<file path="config.mk">
export PLATFORM = sky130hd
export DESIGN_NAME = seq_cmd_detect
export DESIGN_NICKNAME = d
export VERILOG_FILES = /design/src/rtl/seq_cmd_pkg.sv /design/src/rtl/seq_addr_match.sv /design/src/rtl/seq_hit_chain.sv /design/src/rtl/seq_fsm.sv /design/src/rtl/seq_cmd_detect.sv
export SDC_FILE = /design/constraint.sdc
export NUM_CORES = 1
export LEC_CHECK = 0
export ABC_AREA = 1
export CAP_MARGIN = 40
export CORE_UTILIZATION = 50
export CTS_BUF_LIST = sky130_fd_sc_hd__clkbuf_8 sky130_fd_sc_hd__clkbuf_16
export DETAILED_ROUTE_END_ITERATION = 8
export DONT_BUFFER_PORTS = 1
export GPL_TIMING_DRIVEN = 0
export PLACE_DENSITY = 0.67
export SYNTH_ARGS = -nofsm -noshare
export SYNTH_HDL_FRONTEND = slang
export SYNTH_SLANG_ARGS = --single-unit
</file>
<file path="constraint.sdc">
create_clock -name clk -period 1.5 [get_ports clk]
set_clock_uncertainty 0.15 [all_clocks]
set_input_delay 0.225 -clock clk [delete_from_list [all_inputs] [get_ports clk]]
set_output_delay 0.225 -clock clk [all_outputs]
set_load 0.02 [all_outputs]
</file>
<file path="src/rtl/seq_cmd_pkg.sv">
package seq_cmd_pkg;

    typedef enum logic [1:0] {
        ST_SEEK   = 2'd0,
        ST_PRIMED = 2'd1,
        ST_ARMED  = 2'd2
    } seq_state_t;

endpackage

</file>
<file path="src/rtl/seq_addr_match.sv">
module seq_addr_match #(
    parameter int          AW         = 16,
    parameter logic [15:0] MATCH_ADDR = 16'h3FF0,
    parameter logic [15:0] MATCH_MASK = 16'hFFF0
) (
    input  logic [AW-1:0] addr,
    output logic          hit,
    output logic          rom_win
);
    localparam logic [AW-1:0] MASK_W  = AW'(MATCH_MASK);
    localparam logic [AW-1:0] MATCH_W = AW'(MATCH_ADDR) & MASK_W;

    always_comb begin
        hit     = ((addr & MASK_W) == MATCH_W);
        rom_win = (addr[AW-1:AW-2] == 2'b00);
    end
endmodule

</file>
<file path="src/rtl/seq_hit_chain.sv">
module seq_hit_chain #(
    parameter int HITS = 3
) (
    input  logic clk,
    input  logic rst_n,
    input  logic step,
    input  logic hit,
    input  logic clr,
    output logic full,
    output logic will_fill
);
    // HITS must be at least 2
    logic [HITS-1:0] stage;

    always_ff @(posedge clk or negedge rst_n) begin
        if (!rst_n) begin
            stage[0] <= 1'b0;
        end else if (clr || (step && !hit)) begin
            stage[0] <= 1'b0;
        end else if (step) begin
            stage[0] <= 1'b1;
        end
    end

    for (genvar i = 1; i < HITS; i++) begin : g_stage
        always_ff @(posedge clk or negedge rst_n) begin
            if (!rst_n) begin
                stage[i] <= 1'b0;
            end else if (clr || (step && !hit)) begin
                stage[i] <= 1'b0;
            end else if (step) begin
                stage[i] <= stage[i-1];
            end
        end
    end

    always_comb begin
        full      = &stage;
        will_fill = step && hit && (&stage[HITS-2:0]);
    end
endmodule

</file>
<file path="src/rtl/seq_fsm.sv">
module seq_fsm
    import seq_cmd_pkg::*;
(
    input  logic       clk,
    input  logic       rst_n,
    input  logic       acc,
    input  logic       rfsh_cyc,
    input  logic       hit,
    input  logic       will_fill,
    input  logic       cmd_wr_sel,
    input  logic       acc_wr,
    input  logic       rom_win,
    output seq_state_t state,
    output logic       capture,
    output logic       consume,
    output logic       flash_oe,
    output logic       flash_we
);
    seq_state_t nxt;

    always_comb begin
        nxt = state;
        unique case (state)
            ST_SEEK:   if (will_fill) nxt = ST_PRIMED;
            ST_PRIMED: begin
                if (rfsh_cyc)          nxt = ST_ARMED;
                else if (acc && !hit)  nxt = ST_SEEK;
            end
            ST_ARMED:  if (acc) nxt = ST_SEEK;
            default:   nxt = ST_SEEK;
        endcase
    end

    always_ff @(posedge clk or negedge rst_n) begin
        if (!rst_n) state <= ST_SEEK;
        else        state <= nxt;
    end

    always_comb begin
        capture  = 1'b0;
        consume  = 1'b0;
        flash_oe = 1'b0;
        flash_we = 1'b0;
        unique case (state)
            ST_SEEK:   ;
            ST_PRIMED: capture = rfsh_cyc;
            ST_ARMED: begin
                consume  = acc;
                flash_oe = acc && rom_win && !acc_wr && !cmd_wr_sel;
                flash_we = acc && rom_win &&  acc_wr &&  cmd_wr_sel;
            end
            default:   ;
        endcase
    end

    assert_oe_we_excl_R10 : assert property (@(posedge clk) disable iff (!rst_n)
        !(flash_oe && flash_we));

    assert_consume_R7 : assert property (@(posedge clk) disable iff (!rst_n)
        (flash_oe || flash_we) |=> (state == ST_SEEK));

    assert_armed_rfsh_R7 : assert property (@(posedge clk) disable iff (!rst_n)
        (state == ST_ARMED && rfsh_cyc && !acc) |=> (state == ST_ARMED));
endmodule

</file>
<file path="src/rtl/seq_cmd_detect.sv">
module seq_cmd_detect
    import seq_cmd_pkg::*;
#(
    parameter int          AW         = 16,
    parameter int          HITS       = 3,
    parameter logic [15:0] MATCH_ADDR = 16'h3FF0,
    parameter logic [15:0] MATCH_MASK = 16'hFFF0,
    parameter int          WR_BIT     = AW - 1
) (
    input  logic          clk,
    input  logic          rst_n,
    input  logic          cyc_vld,
    input  logic          cyc_rfsh,
    input  logic          cyc_wr,
    input  logic [AW-1:0] cyc_addr,
    output logic [AW-1:0] cmd_word,
    output logic          cmd_valid,
    output logic          flash_oe,
    output logic          flash_we
);
    logic       acc, rfsh_cyc, hit, rom_win;
    logic       step, clr, full, will_fill;
    logic       capture, consume;
    seq_state_t state;
    logic [AW-1:0] cmd_q;

    always_comb begin
        acc      = cyc_vld && !cyc_rfsh;
        rfsh_cyc = cyc_vld &&  cyc_rfsh;
        step     = acc && (state != ST_ARMED);
        clr      = capture || consume;
    end

    seq_addr_match #(
        .AW(AW), .MATCH_ADDR(MATCH_ADDR), .MATCH_MASK(MATCH_MASK)
    ) u_match (
        .addr(cyc_addr), .hit(hit), .rom_win(rom_win)
    );

    seq_hit_chain #(.HITS(HITS)) u_chain (
        .clk(clk), .rst_n(rst_n), .step(step), .hit(hit), .clr(clr),
        .full(full), .will_fill(will_fill)
    );

    seq_fsm u_fsm (
        .clk(clk), .rst_n(rst_n), .acc(acc), .rfsh_cyc(rfsh_cyc),
        .hit(hit), .will_fill(will_fill), .cmd_wr_sel(cmd_q[WR_BIT]),
        .acc_wr(cyc_wr), .rom_win(rom_win), .state(state),
        .capture(capture), .consume(consume),
        .flash_oe(flash_oe), .flash_we(flash_we)
    );

    always_ff @(posedge clk or negedge rst_n) begin
        if (!rst_n)       cmd_q <= '0;
        else if (capture) cmd_q <= cyc_addr;
    end

    always_comb begin
        cmd_word  = cmd_q;
        cmd_valid = (state == ST_ARMED);
    end

    assert_capture_R3 : assert property (@(posedge clk) disable iff (!rst_n)
        (full && rfsh_cyc) |=> (cmd_valid && cmd_word == $past(cyc_addr)));

    assert_stable_R11 : assert property (@(posedge clk) disable iff (!rst_n)
        !(full && rfsh_cyc) |=> $stable(cmd_word));

    assert_primed_R6 : assert property (@(posedge clk) disable iff (!rst_n)
        (state == ST_PRIMED) == full);

    assert_miss_R4 : assert property (@(posedge clk) disable iff (!rst_n)
        (acc && !hit && state != ST_ARMED) |=> (state == ST_SEEK && !full));

    assert_rfsh_hold_R5 : assert property (@(posedge clk) disable iff (!rst_n)
        (state == ST_SEEK && rfsh_cyc) |=> (state == ST_SEEK));
endmodule

</file>
==> impl_metrics.toml <==
[flow_run]
drv_cap = 0

[worst_setup_path]
crit_path_start = "u_fsm.state[0]"
worstSetupPathType = "flop to output pin"
reg2regPathDepth = 7
rr_endpoint = "cmd_word[15]"
startpoint_type = "flop"
cp.arrival_ns = 1.17
cp.required_ns = 1.12
path_max_fanout = 3
r2r_slack_ns = 0.04
crit_path_end_kind = "output pin"
rr_startpoint = "u_fsm.state[0]"
crit_path_end = "flash_oe"

[layout]
multi_input_area_um2 = 387
areaGrowthSynthToFinish_pct = 40.6
nNetsFinal = 163
seq_area_um2 = 502
fillCellCount = 109
layout-drive-gt1-share_pct = 19.1
diodes = 0
final_core_util_pct = 79.4

[pwr]
powerDensity_nw_per_um2 = 948
switching_share_pct = 20.5
power.share.sequential_pct = 49.0
switchingPower_mw = 0.246
clockPowerShare_pct = 44.1
ir_worst_vdd_mv = 0.736
combPwrFrac_pct = 6.9
power.leakage_nw = 0.645
p_int_mw = 0.953

[global_route]
grt-ovfl-total = 0
grt_pass1_vias = 775
grt_max_degree = 21
grt_pass1_wl_mm = 3.20
grtUsageTotal_pct = 22.3
antenna_found_initial = 0

[yosys]
synth.top_cell.area_share_pct = 55.6
synthesis.nets = 135
synthArstFlopShare_pct = 100
synth_area_leaders = "dfrtp_1, nand2_1, nor2_1"
synth_most_common_cell = "nand2_1"
ys.flop_type = "dfrtp_1"
synth_edf_count = 0
ys_ff_latch = 20
yosysTopAreaCell = "dfrtp_1"
syn_area_um2 = 900
ys_seq_area_share_pct = 55.6
synthTopCellsByCount = "nand2_1, dfrtp_1, nor2_1"
syn_avg_cell_area_um2 = 7.89
synthDistinctLibCells = 15
synth_cells = 114
ys_warn_count = 0

[status]
status = "finished with violations"
violations = "setup timing"

[timing]
min_period_ns = 1.54
finalCritPeriodShare_pct = 103
holdWs_ns = 0.0243
finalSetupViolCount = 2
tightest_slew_ns = 0.400
fmax_mhz = 648
worst_slack_ns = -0.0438
slew_violations = 0
rsz0062_at_grt = "yes"
slew_headroom_pct = 73.1
hold_viol = 0

[clock_tree]
cts_tree = "done"
numCtsBuffers = 3
cts_root_buffer = "clkbuf_8"
clkTransAtPathRegs_ns = 0.08
cts_buffer_depth = 2
cts_max_level = 1
clock-sinks = 20
clk_latency_ns = 0.25

[floorplan]
die_h_um = 44.4
dieArea_um2 = 1970
die_w_um = 44.4
rows = 14
core_um2 = 1590
start_util_pct = 56.4
ioPinCount = 40

[route]
vias_per_cell = 5.18
drtPass1Iterations = 4
dr_total_vias = 854
wl_per_cell_um = 14.0
postRouteAntennaNets = 0
drc = 0
wl_mm = 2.30
dr.first_iter.drc_count = 23

[place]
place_congestion = 0.793
port_buffers = 0
place_ws_ns = -0.0434
dp_hpwl_mm = 1.32

[hold_path]
holdCritPathClass = "input pin to flop"
## flip-flops by register name (all words and copies together), names as in the netlist
signal and count:
cmd_word 16, u_fsm.state 2, u_chain.stage 2
## how the worst min path moves through the flow
stage | slack (ns) | cells past startpoint | endpoint | from
after floorplan | -0.22 | 0 | cmd_word[0] | rst_n
after global placement | -0.22 | 0 | cmd_word[3] | rst_n
after detailed placement | -0.22 | 0 | cmd_word[0] | rst_n
after CTS | 0.03 | 2 | cmd_word[15] | cyc_addr[15]
after global routing | 0.04 | 2 | u_fsm.state[1] | cyc_rfsh
final | 0.02 | 2 | u_fsm.state[1] | cyc_rfsh
## cells in the final DEF, fill, tap and decap left out, drive strengths merged
cell type    instances
buf                 11
bufinv               1
clkbuf               3
dfrtp               20
dlygate4sd3         15
inv                  7
nand2               63
nand3                5
nor2                 8
nor3                 2
nor4                 1
o21ai                4
or2                  1
## power by group through the flow
stage                     logic (mW)  registers, mW  clock network, mW
final                         0.0827          0.587              0.529
after global routing          0.0917          0.589              0.557
after CTS                     0.0760          0.587              0.531
after detailed placement      0.0334          0.597                  0
after global placement        0.0315          0.597                  0
after floorplan               0.0279          0.594                  0
## final cells by class
cell class,count,share of cell area [%]
buffer,3,2.08
inverter,7,2.47
multi-input combinational,84,30.6
tap,24,2.37
sequential,20,39.7
timing repair buffer,23,17.2
clock buffer,3,3.26
clock inverter,1,2.37
## per-layer routing
metal | track usage [%] | wire length (um) | up-vias | share of wire (%)
li1 | - | - | 401 | -
met1 | 27.8 | 859 | 407 | 37
met2 | 39.1 | 1270 | 44 | 55
met3 | 5.31 | 154 | 2 | 6.7
met4 | 5.45 | 21 | 0 | 0.91
met5 | 0 | 0 | - | 0
## logic make-up (layout without fill, tap and decap cells)
logic type | after synthesis | count (layout) | share of synthesized area [%]
buf+inv | 10 | 37 | 5.56
compound gates | 4 | 4 | 2.64
simple gates | 80 | 80 | 36.2
flops | 20 | 20 | 55.6
## worst max-delay path: stages, from the launching register on
cell and delay (ns):
dfrtp_1 0.39, inv_2 0.08, nand2_4 0.07, nor4_4 0.38
## metrics by stage
step           instance area (um2)  setup TNS [ns]  total power [mW]  instances
2_1_floorplan                  908               0             0.622        114
3_3_place_gp                   938         -0.0299             0.628        138
3_5_place_dp                   938         -0.0620             0.631        138
4_1_cts                       1200          -0.135              1.19        159
5_1_grt                       1260          -0.257              1.24        165
6_report                      1260         -0.0542              1.20        165
## repair_timing
item                                   CTS  global route
hold buffers                            15             0
setup buffers                            2             4
endpoints found under the hold margin   34             0
pin swaps                                3             2
setup endpoints to repair                4            11
resized for setup                        9             5
gates cloned                             0             1
Power figures use the tool's default switching activity.
